**src/rtl/dme_pkg.sv**
```systemverilog
package dme_pkg;

  localparam logic [2:0] SZ_8  = 3'b000;
  localparam logic [2:0] SZ_16 = 3'b001;
  localparam logic [2:0] SZ_32 = 3'b010;
  localparam logic [2:0] SZ_64 = 3'b011;

  localparam int CTRL_W = 25;

  typedef struct packed {
    logic        burst;
    logic [13:0] cnt;
    logic [2:0]  size;
    logic        wr;
    logic [1:0]  prio;
    logic [2:0]  map;
    logic        start;
  } ctrl_t;

  function automatic logic [31:0] bswap32(input logic [31:0] w);
    return {w[7:0], w[15:8], w[23:16], w[31:24]};
  endfunction

  // reverse the low bytes that belong to a narrow access, zero the rest
  function automatic logic [31:0] lane_swap(input logic [31:0] w, input logic [2:0] sz);
    case (sz)
      SZ_8:    return {24'b0, w[7:0]};
      SZ_16:   return {16'b0, w[7:0], w[15:8]};
      default: return bswap32(w);
    endcase
  endfunction

endpackage

```
**src/rtl/dme_wordbuf.sv**
```systemverilog
module dme_wordbuf #(
  parameter int DEPTH = 4,
  parameter int W     = 32,
  localparam int IW   = $clog2(DEPTH)
) (
  input  logic          clk,
  input  logic          we,
  input  logic [IW-1:0] waddr,
  input  logic [W-1:0]  wdata,
  input  logic [IW-1:0] raddr_a,
  output logic [W-1:0]  rdata_a,
  input  logic [IW-1:0] raddr_b,
  output logic [W-1:0]  rdata_b
);
  logic [W-1:0] mem [DEPTH];

  always_ff @(posedge clk) begin
    if (we) mem[waddr] <= wdata;
  end

  assign rdata_a = mem[raddr_a];
  assign rdata_b = mem[raddr_b];
endmodule

```
**src/rtl/dme_regfile.sv**
```systemverilog
module dme_regfile
  import dme_pkg::*;
#(
  parameter int ADDR_W   = 32,
  parameter int IDX_W    = 4,
  parameter int CTRL_IDX = 7,
  parameter int ADDR_IDX = 9,
  parameter int DATA_IDX = 10
) (
  input  logic              clk,
  input  logic              rst,
  input  logic              host_we,
  input  logic              host_re,
  input  logic [IDX_W-1:0]  host_idx,
  input  logic [31:0]       host_wdata,
  output logic [31:0]       host_rdata,
  input  logic              busy,
  input  logic              fin_ok,
  input  logic              fin_err,
  input  logic              fin_rd,
  input  logic [31:0]       rword0,
  input  logic [31:0]       rword1,
  output ctrl_t             ctrl_q,
  output logic [ADDR_W-1:0] addr_q,
  output logic              launch,
  output logic              dwr,
  output logic              err_q,
  output logic              dv_q
);
  localparam logic [IDX_W-1:0] I_CTRL = IDX_W'(CTRL_IDX);
  localparam logic [IDX_W-1:0] I_ADDR = IDX_W'(ADDR_IDX);
  localparam logic [IDX_W-1:0] I_DATA = IDX_W'(DATA_IDX);

  logic rptr;
  logic wide;

  assign wide   = (ctrl_q.size == SZ_64);
  assign launch = host_we && host_idx == I_CTRL && host_wdata[0] && !busy;
  assign dwr    = host_we && host_idx == I_DATA;

  always_ff @(posedge clk) begin
    if (rst) begin
      ctrl_q     <= '0;
      addr_q     <= '0;
      err_q      <= 1'b0;
      dv_q       <= 1'b0;
      rptr       <= 1'b0;
      host_rdata <= '0;
    end else begin
      if (host_we && !busy) begin
        if (host_idx == I_CTRL) ctrl_q <= ctrl_t'({host_wdata[CTRL_W-1:1], 1'b0});
        if (host_idx == I_ADDR) addr_q <= host_wdata[ADDR_W-1:0];
      end
      if (launch) begin
        err_q <= 1'b0;
        dv_q  <= 1'b0;
        rptr  <= 1'b0;
      end else if (fin_err) begin
        err_q <= 1'b1;
        dv_q  <= 1'b0;
      end else if (fin_ok) begin
        err_q <= 1'b0;
        dv_q  <= fin_rd;
        rptr  <= 1'b0;
      end else if (host_re && host_idx == I_DATA) begin
        rptr <= wide ? !rptr : 1'b0;
        if (rptr == wide) dv_q <= 1'b0;
      end
      if (host_re) begin
        case (host_idx)
          I_CTRL:  host_rdata <= {4'b0, busy, dv_q, err_q, ctrl_q};
          I_ADDR:  host_rdata <= 32'(addr_q);
          I_DATA:  host_rdata <= rptr ? rword1 : rword0;
          default: host_rdata <= '0;
        endcase
      end
    end
  end

  AST_CTRL_FROZEN: assert property (@(posedge clk) disable iff (rst)
    busy && $past(busy) |-> $stable(ctrl_q) && $stable(addr_q));
  AST_ERR_NO_DV: assert property (@(posedge clk) disable iff (rst)
    err_q |-> !dv_q);
endmodule

```
**src/rtl/dme_seq.sv**
```systemverilog
module dme_seq
  import dme_pkg::*;
#(
  parameter int ADDR_W      = 32,
  parameter int BURST_WORDS = 8,
  localparam int BEATS      = BURST_WORDS / 2,
  localparam int WPW        = $clog2(BURST_WORDS),
  localparam int BW         = $clog2(BEATS)
) (
  input  logic              clk,
  input  logic              rst,
  input  logic              launch,
  input  logic              launch_wr,
  input  logic              c_wr,
  input  logic [2:0]        c_size,
  input  logic              c_burst,
  input  logic [ADDR_W-1:0] addr,
  input  logic              dwr,
  input  logic [31:0]       dwdata,
  output logic              busy,
  output logic              rdy,
  output logic              fin_ok,
  output logic              fin_err,
  output logic              fin_rd,
  output logic [1:0]        bk_we,
  output logic [BW-1:0]     bk_widx,
  output logic [1:0][31:0]  bk_wd,
  output logic [BW-1:0]     bk_ridx,
  input  logic [1:0][31:0]  bk_rd,
  output logic              bus_req,
  input  logic              bus_gnt,
  output logic              bus_cmd,
  output logic [ADDR_W-1:0] bus_addr,
  output logic              bus_we,
  output logic [2:0]        bus_size,
  output logic [63:0]       bus_wdata,
  input  logic              bus_done,
  input  logic              bus_err,
  input  logic [63:0]       bus_rdata
);
  typedef enum logic [1:0] {S_IDLE, S_FILL, S_REQ, S_BUS} st_t;

  st_t            st;
  logic [WPW-1:0] wptr;
  logic [BW-1:0]  beat;
  logic [WPW-1:0] last_w;
  logic           burst_m;
  logic           wide;
  logic           last_beat;
  logic           rd_done;
  logic           fill_wr;

  assign burst_m   = c_burst && c_wr;
  assign wide      = burst_m || c_size == SZ_64;
  assign last_beat = !burst_m || beat == BW'(BEATS - 1);

  always_comb begin
    if (burst_m)             last_w = WPW'(BURST_WORDS - 1);
    else if (c_size == SZ_64) last_w = WPW'(1);
    else                     last_w = '0;
  end

  assign fin_ok  = st == S_BUS && bus_done && !bus_err && last_beat;
  assign fin_err = st == S_BUS && bus_done && bus_err;
  assign fin_rd  = !c_wr;
  assign rd_done = st == S_BUS && bus_done && !bus_err && !c_wr;
  assign fill_wr = st == S_FILL && dwr;

  always_ff @(posedge clk) begin
    if (rst) begin
      st   <= S_IDLE;
      wptr <= '0;
      beat <= '0;
      rdy  <= 1'b0;
    end else begin
      rdy <= fin_ok;
      case (st)
        S_IDLE: if (launch) begin
          wptr <= '0;
          beat <= '0;
          st   <= launch_wr ? S_FILL : S_REQ;
        end
        S_FILL: if (dwr) begin
          wptr <= wptr + 1'b1;
          if (wptr == last_w) st <= S_REQ;
        end
        S_REQ: if (bus_gnt) st <= S_BUS;
        S_BUS: if (bus_done) begin
          if (bus_err || last_beat) st <= S_IDLE;
          else beat <= beat + 1'b1;
        end
        default: st <= S_IDLE;
      endcase
    end
  end

  assign busy     = st != S_IDLE;
  assign bus_req  = st == S_REQ || st == S_BUS;
  assign bus_cmd  = st == S_BUS;
  assign bus_we   = c_wr;
  assign bus_size = burst_m ? SZ_64 : c_size;
  assign bus_addr = burst_m ? ({addr[ADDR_W-1:3], 3'b000} + (ADDR_W'(beat) << 3)) : addr;
  assign bk_ridx  = beat;

  always_comb begin
    if (wide) bus_wdata = {bswap32(bk_rd[0]), bswap32(bk_rd[1])};
    else      bus_wdata = {32'b0, lane_swap(bk_rd[0], c_size)};
  end

  // buffer write ports: host words during fill, returned data on a read
  assign bk_widx  = rd_done ? '0 : wptr[WPW-1:1];
  assign bk_we[0] = rd_done || (fill_wr && !wptr[0]);
  assign bk_we[1] = rd_done || (fill_wr && wptr[0]);
  assign bk_wd[0] = rd_done ? (c_size == SZ_64 ? bswap32(bus_rdata[63:32])
                                               : lane_swap(bus_rdata[31:0], c_size))
                            : dwdata;
  assign bk_wd[1] = rd_done ? bswap32(bus_rdata[31:0]) : dwdata;

  AST_CMD_AFTER_GRANT: assert property (@(posedge clk) disable iff (rst)
    $rose(bus_cmd) |-> $past(bus_req) && $past(bus_gnt));
  AST_BEAT_HOLD: assert property (@(posedge clk) disable iff (rst)
    bus_cmd && $past(bus_cmd) && !$past(bus_done) |-> $stable(bus_addr) && $stable(bus_wdata));
  AST_BEAT_STEP: assert property (@(posedge clk) disable iff (rst)
    bus_cmd && $past(bus_cmd) && $past(bus_done) |-> bus_addr == $past(bus_addr) + ADDR_W'(8));
  AST_STOP_ON_ERR: assert property (@(posedge clk) disable iff (rst)
    bus_done && bus_err |=> !bus_req);
endmodule

```
**src/rtl/dbg_mem_engine.sv**
```systemverilog
module dbg_mem_engine
  import dme_pkg::*;
#(
  parameter int ADDR_W      = 32,
  parameter int IDX_W       = 4,
  parameter int BURST_WORDS = 8,
  localparam int BEATS      = BURST_WORDS / 2,
  localparam int BW         = $clog2(BEATS)
) (
  input  logic              clk,
  input  logic              rst,
  input  logic              host_we,
  input  logic              host_re,
  input  logic [IDX_W-1:0]  host_idx,
  input  logic [31:0]       host_wdata,
  output logic [31:0]       host_rdata,
  output logic              rdy,
  output logic              bus_req,
  input  logic              bus_gnt,
  output logic              bus_cmd,
  output logic [ADDR_W-1:0] bus_addr,
  output logic              bus_we,
  output logic [2:0]        bus_size,
  output logic [63:0]       bus_wdata,
  input  logic              bus_done,
  input  logic              bus_err,
  input  logic [63:0]       bus_rdata
);
  ctrl_t              ctrl_q;
  logic [ADDR_W-1:0]  addr_q;
  logic               launch, dwr, busy, fin_ok, fin_err, fin_rd, err_q, dv_q;
  logic [1:0]         bk_we;
  logic [BW-1:0]      bk_widx, bk_ridx;
  logic [1:0][31:0]   bk_wd, bk_rd, bk_r0;
  ctrl_t              wctrl;

  assign wctrl = ctrl_t'(host_wdata[CTRL_W-1:0]);

  dme_regfile #(.ADDR_W(ADDR_W), .IDX_W(IDX_W)) u_regs (
    .clk(clk), .rst(rst), .host_we(host_we), .host_re(host_re), .host_idx(host_idx),
    .host_wdata(host_wdata), .host_rdata(host_rdata), .busy(busy),
    .fin_ok(fin_ok), .fin_err(fin_err), .fin_rd(fin_rd),
    .rword0(bk_r0[0]), .rword1(bk_r0[1]), .ctrl_q(ctrl_q), .addr_q(addr_q),
    .launch(launch), .dwr(dwr), .err_q(err_q), .dv_q(dv_q)
  );

  dme_seq #(.ADDR_W(ADDR_W), .BURST_WORDS(BURST_WORDS)) u_seq (
    .clk(clk), .rst(rst), .launch(launch), .launch_wr(wctrl.wr),
    .c_wr(ctrl_q.wr), .c_size(ctrl_q.size), .c_burst(ctrl_q.burst), .addr(addr_q),
    .dwr(dwr), .dwdata(host_wdata), .busy(busy), .rdy(rdy),
    .fin_ok(fin_ok), .fin_err(fin_err), .fin_rd(fin_rd),
    .bk_we(bk_we), .bk_widx(bk_widx), .bk_wd(bk_wd), .bk_ridx(bk_ridx), .bk_rd(bk_rd),
    .bus_req(bus_req), .bus_gnt(bus_gnt), .bus_cmd(bus_cmd), .bus_addr(bus_addr),
    .bus_we(bus_we), .bus_size(bus_size), .bus_wdata(bus_wdata),
    .bus_done(bus_done), .bus_err(bus_err), .bus_rdata(bus_rdata)
  );

  // even bank holds words 0,2,4,6; odd bank holds 1,3,5,7
  for (genvar g = 0; g < 2; g++) begin : g_bank
    dme_wordbuf #(.DEPTH(BEATS), .W(32)) u_bank (
      .clk(clk), .we(bk_we[g]), .waddr(bk_widx), .wdata(bk_wd[g]),
      .raddr_a(bk_ridx), .rdata_a(bk_rd[g]),
      .raddr_b('0), .rdata_b(bk_r0[g])
    );
  end

  AST_RDY_CLEAN: assert property (@(posedge clk) disable iff (rst)
    rdy |-> !err_q && !busy);
  AST_RDY_PULSE: assert property (@(posedge clk) disable iff (rst)
    rdy |=> !rdy);
endmodule

```
**config.mk**
```make
export PLATFORM = sky130hd
export DESIGN_NAME = dbg_mem_engine
export DESIGN_NICKNAME = d
export VERILOG_FILES = /design/src/rtl/dme_pkg.sv /design/src/rtl/dme_wordbuf.sv /design/src/rtl/dme_regfile.sv /design/src/rtl/dme_seq.sv /design/src/rtl/dbg_mem_engine.sv
export SDC_FILE = /design/constraint.sdc
export NUM_CORES = 1
export LEC_CHECK = 0
export ABC_CLOCK_PERIOD_IN_PS = 6200
export CELL_PAD_IN_SITES_DETAIL_PLACEMENT = 1
export CELL_PAD_IN_SITES_GLOBAL_PLACEMENT = 1
export CORE_UTILIZATION = 38
export DETAILED_ROUTE_END_ITERATION = 10
export GPL_TIMING_DRIVEN = 1
export PLACE_DENSITY = 0.82
export SKIP_CTS_REPAIR_TIMING = 1
export SLEW_MARGIN = 0
export SYNTH_ARGS = -nofsm -noshare
export SYNTH_HDL_FRONTEND = slang
export SYNTH_SLANG_ARGS = --single-unit
```
**constraint.sdc**
```tcl
create_clock -name clk -period 6.2 [get_ports clk]
set_input_delay 0.93 -clock clk [delete_from_list [all_inputs] [get_ports clk]]
set_output_delay 0.93 -clock clk [all_outputs]
set_load 0.03 [all_outputs]
```
==> impl.org <==
** Run status
- The run finished with clean final reports.

** Cells and area
- The final layout contains 1703 nets.
- Share of cells above drive strength 1 :: 12.6%
- Leaving out filler cells and counting taps, the final layout contains 2159.
- The layout has 4411 filler cells.
- Layout overhead on the synthesized area :: 25.6%

** Logic synthesis
- Synthesis produced a netlist whose cell count is 1378.
- Fraction of post-synthesis cell area in the top cell type by area :: 46.9%
- For this run, the leading register cell type out of synthesis is sky130_fd_sc_hd__edfxtp_1.
- Yosys printed 0 warnings.
- Counting flops with a built-in enable in the synthesized netlist gives 256.
- Largest cells by area after synthesis :: sky130_fd_sc_hd__edfxtp_1, sky130_fd_sc_hd__dfxtp_1, sky130_fd_sc_hd__mux4_2
- Mean area per synthesized cell :: 11.9 um^2
- Nets in the synthesized netlist :: 1495
- Total of flip-flops plus latches after synthesis :: 357
- In this run, distinct cell masters in the synthesized netlist total 59.
- Summing the sequential cell areas from Yosys gives 59.3% of the chip area.
- For this run, asynchronously set or reset flops after synthesis account for 0%.
- Top post-synthesis cells by count :: sky130_fd_sc_hd__nand2_1, sky130_fd_sc_hd__edfxtp_1, sky130_fd_sc_hd__dfxtp_1, sky130_fd_sc_hd__a21oi_1, sky130_fd_sc_hd__nor2_1
- Most common cell in the synthesized netlist :: sky130_fd_sc_hd__nand2_1
- In this run the cell area of the synthesized design comes to 0.0164 mm^2.
- Largest area contributor in the netlist :: sky130_fd_sc_hd__edfxtp_1

** Timing
- Fmax :: 198 MHz
- For the final routed database, the setup TNS stands at 0 ns.
- Setup violations remaining at the end of the flow were counted as 0.
- Of the available clock period, the critical path in the final layout requires 81.4%.
- Minimum period implied by the final worst setup slack :: 5.05 ns
- Hold Violations, Final :: 0
- Largest clock skew in the final design :: 0.0210 ns
- Unrepaired setup endpoints after global routing :: no
- Rel. slew slack :: 16.1%
- At the pin with the least slew margin, the transition time is 1.25 ns.
- Slew Limit Fails :: 0

** Place
- Detailed Place HPWL :: 44000 um
- Number of buffers added on ports :: 241
- Including well taps, the total number of placed cells is 2083.
- GPL Wtd Cong :: 0.931

** Hold path
- Min-Delay Startpoint :: u_regs.ctrl_q[4]$_SDFFE_PP0P_
- The tightest min-delay check is of the reg -> reg type.
- Hold depth :: 2
- Worst Hold Path EP :: u_regs.ctrl_q[4]$_SDFFE_PP0P_

** Global route
- Pin count of the biggest net entering global routing :: 100
- Remaining global-route overflow :: 0
- In the global route stage, overall resource usage came out at 28.3%.
- The first global-routing pass estimated 90400 um of wire.
- Vias in the first global route :: 13500
- Antenna violations before repair :: 5

** Floorplan
- 242 I/O pins were placed.
- Measured along the x axis, the die boundary spans 210 um.
- Effective utilization at floorplan :: 38.8%
- The floorplan step defined a die boundary enclosing 0.0440 mm^2.
- The floorplan has 75 rows.
- Area of the placeable core :: 0.0422 mm^2
- Vertical die dimension :: 210 um

** CTS
- Total CTS buffers :: 40
- The tree is rooted in a sky130_fd_sc_hd__clkbuf_16.
- Clock H-tree levels :: 2
- Clock Sink Count :: 357
- After clock tree synthesis, the clock-pin slew on the worst setup and hold paths is 0.06 ns.
- Maximum count of clock buffers along a single path :: 3
- TritonCTS built the clock tree.
- At the later pin of the worst-skew pair, clock insertion delay measures 0.54 ns.

** Routing
- The detailed router finished its first iteration with 1555 violations.
- Final routed wire length divided by cell count :: 29.0 um
- Using the TritonRoute via totals, the vias-per-cell ratio works out to 6.09.
- Post-route DRC :: 0
- The final layout contains routed wiring with a total length of 62600 um.
- Remaining number of nets flagged by the antenna check after routing :: 0
- Router iterations before antenna repair :: 6
- For this block, the via count after detailed routing is 13100.

** Worst setup path
- The worst register-to-register path begins at u_regs.ctrl_q[7]$_SDFFE_PP0P_.
- Category of the critical setup timing path :: reg -> out
- The worst register-to-register path has a depth of 6.
- STA puts the critical path data required time at 5.27 ns.
- The worst setup path is captured at an output pin.
- FF-to-FF setup slack :: 2.81 ns
- Along the worst path, the maximum fanout reaches 5.
- Critical path startpoint category :: register
- At the worst endpoint, the arrival time is 4.12 ns.
- Destination of the worst register-to-register timing path :: g_bank[0].u_bank.mem[0][31]$_DFFE_PP_

** Power and ir drop
- Power spread over the standard cell area amounts to 263 mW/mm^2.
- In this run the static leakage power is 6.72 nW.
- The worst-case IR drop observed on VDD is 0.191 mV.

** Flow run
- Max capacitance violation total :: 0
==> sequential cells by signal, summed over array words and instances, names as in the netlist, named ones only <==
register / flops
u_regs.dv_q: 1
u_seq.bk_ridx: 2
u_seq.wptr: 3
u_regs.rptr: 1
u_regs.addr_q: 32
g_bank.u_bank.mem: 256
u_regs.ctrl_q: 24
u_regs.host_rdata: 32
u_seq.st: 2
u_regs.err_q: 1
u_seq.rdy: 1
==> power by group <==
part	internal, W	leakage [nW]	switching, W
clock network	0.00136	0.618	0.000966
registers	0.00259	3.12	0.0000250
logic	0.000185	2.98	0.000299
==> layer usage <==
metal  GRT usage (%)  up-vias  part of all wire (%)
met5               0        -                 0.016
met4            13.0        2                   4.6
met3            4.67      134                   9.8
met2            46.2      763                    48
met1            37.0     6692                    38
li1                -     5551                     -
==> layout make-up <==
type / instances / area (um^2) / share of cell area, %
flip-flops and latches: 357 / 9710 / 47.2
multi-input cells: 905 / 6250 / 30.4
repair buffers: 268 / 2610 / 12.7
clock buffers: 49 / 1030 / 5.03
well taps: 539 / 674 / 3.28
clock inverters: 23 / 229 / 1.11
inverters: 14 / 52.6 / 0.255
diodes: 4 / 10.0 / 0.0486
==> cells in the final DEF (no fill, tap or decap), types with 22 or more instances in the layout <==
master                            instances
sky130_fd_sc_hd__o21ai_0                 69
sky130_fd_sc_hd__nand3_1                 22
sky130_fd_sc_hd__buf_4                   27
sky130_fd_sc_hd__edfxtp_1               256
sky130_fd_sc_hd__nand2_1                275
sky130_fd_sc_hd__a222oi_1                27
sky130_fd_sc_hd__a21oi_1                 97
sky130_fd_sc_hd__mux2_2                  33
sky130_fd_sc_hd__and2_1                  37
sky130_fd_sc_hd__nor2_1                  80
sky130_fd_sc_hd__clkbuf_16               40
sky130_fd_sc_hd__mux4_2                  64
sky130_fd_sc_hd__clkdlybuf4s50_1        240
sky130_fd_sc_hd__dfxtp_1                 99
==> worst max path at each step <==
stage / from / to / slack (ns)
CTS: u_seq.bk_ridx[0]$_SDFFE_PP0P_ / bus_addr[21] / 1.20
global placement: u_seq.bk_ridx[0]$_SDFFE_PP0P_ / bus_addr[21] / 2.01
detailed placement: u_seq.bk_ridx[0]$_SDFFE_PP0P_ / bus_addr[21] / 1.80
finish: u_seq.bk_ridx[0]$_SDFFE_PP0P_ / bus_addr[21] / 1.15
global route: u_regs.addr_q[3]$_SDFFE_PP0P_ / bus_addr[21] / 0.94
floorplan: host_idx[2] / g_bank[0].u_bank.mem[0][0]$_DFFE_PP_ / 1.48
==> worst max-delay path: stages, from the launching register on <==
cell and delay [ns]:
sky130_fd_sc_hd__dfxtp_1 0.39, sky130_fd_sc_hd__ha_1 0.20, sky130_fd_sc_hd__inv_1 0.07, sky130_fd_sc_hd__fa_1 0.43
sky130_fd_sc_hd__nor4_2 0.74, sky130_fd_sc_hd__and2_0 0.69, sky130_fd_sc_hd__nand4_1 0.19, sky130_fd_sc_hd__xnor2_1 0.19
sky130_fd_sc_hd__clkdlybuf4s50_1 0.69
==> cells by family (layout without fill, tap and decap cells) <==
| kind of cell | Yosys count | in the layout | synth area share, % |
|---|---|---|---|
| AOI/OAI and AO/OA | 261 | 261 | 10.1 |
| xor gates and xnor gates | 28 | 28 | 1.50 |
| adders and majority gates | 10 | 10 | 0.809 |
| buffers and inverters | 116 | 354 | 2.96 |
| DFF | 357 | 357 | 59.3 |
| muxes | 114 | 114 | 12.1 |
| other | 0 | 4 | 0 |
| and+or+nand+nor | 492 | 492 | 13.3 |
==> per-stage QoR <==
| stage | power, W | area (um^2) | utilization, % | hold WS, ns | setup slack (ns) |
|---|---|---|---|---|---|
| after global placement | 0.00312 | 19300 | 45.7 | 0.441 | 2.01 |
| after detailed placement | 0.00313 | 19300 | 45.7 | 0.452 | 1.80 |
| after global routing | 0.00555 | 20600 | 48.7 | 0.472 | 0.945 |
| after floorplan | 0.00290 | 16400 | - | 0.436 | 1.48 |
| final | 0.00542 | 20600 | 48.7 | 0.461 | 1.15 |
| after CTS | 0.00543 | 20600 | 48.7 | 0.460 | 1.20 |
No activity file was read; power rests on OpenSTA's default activity.
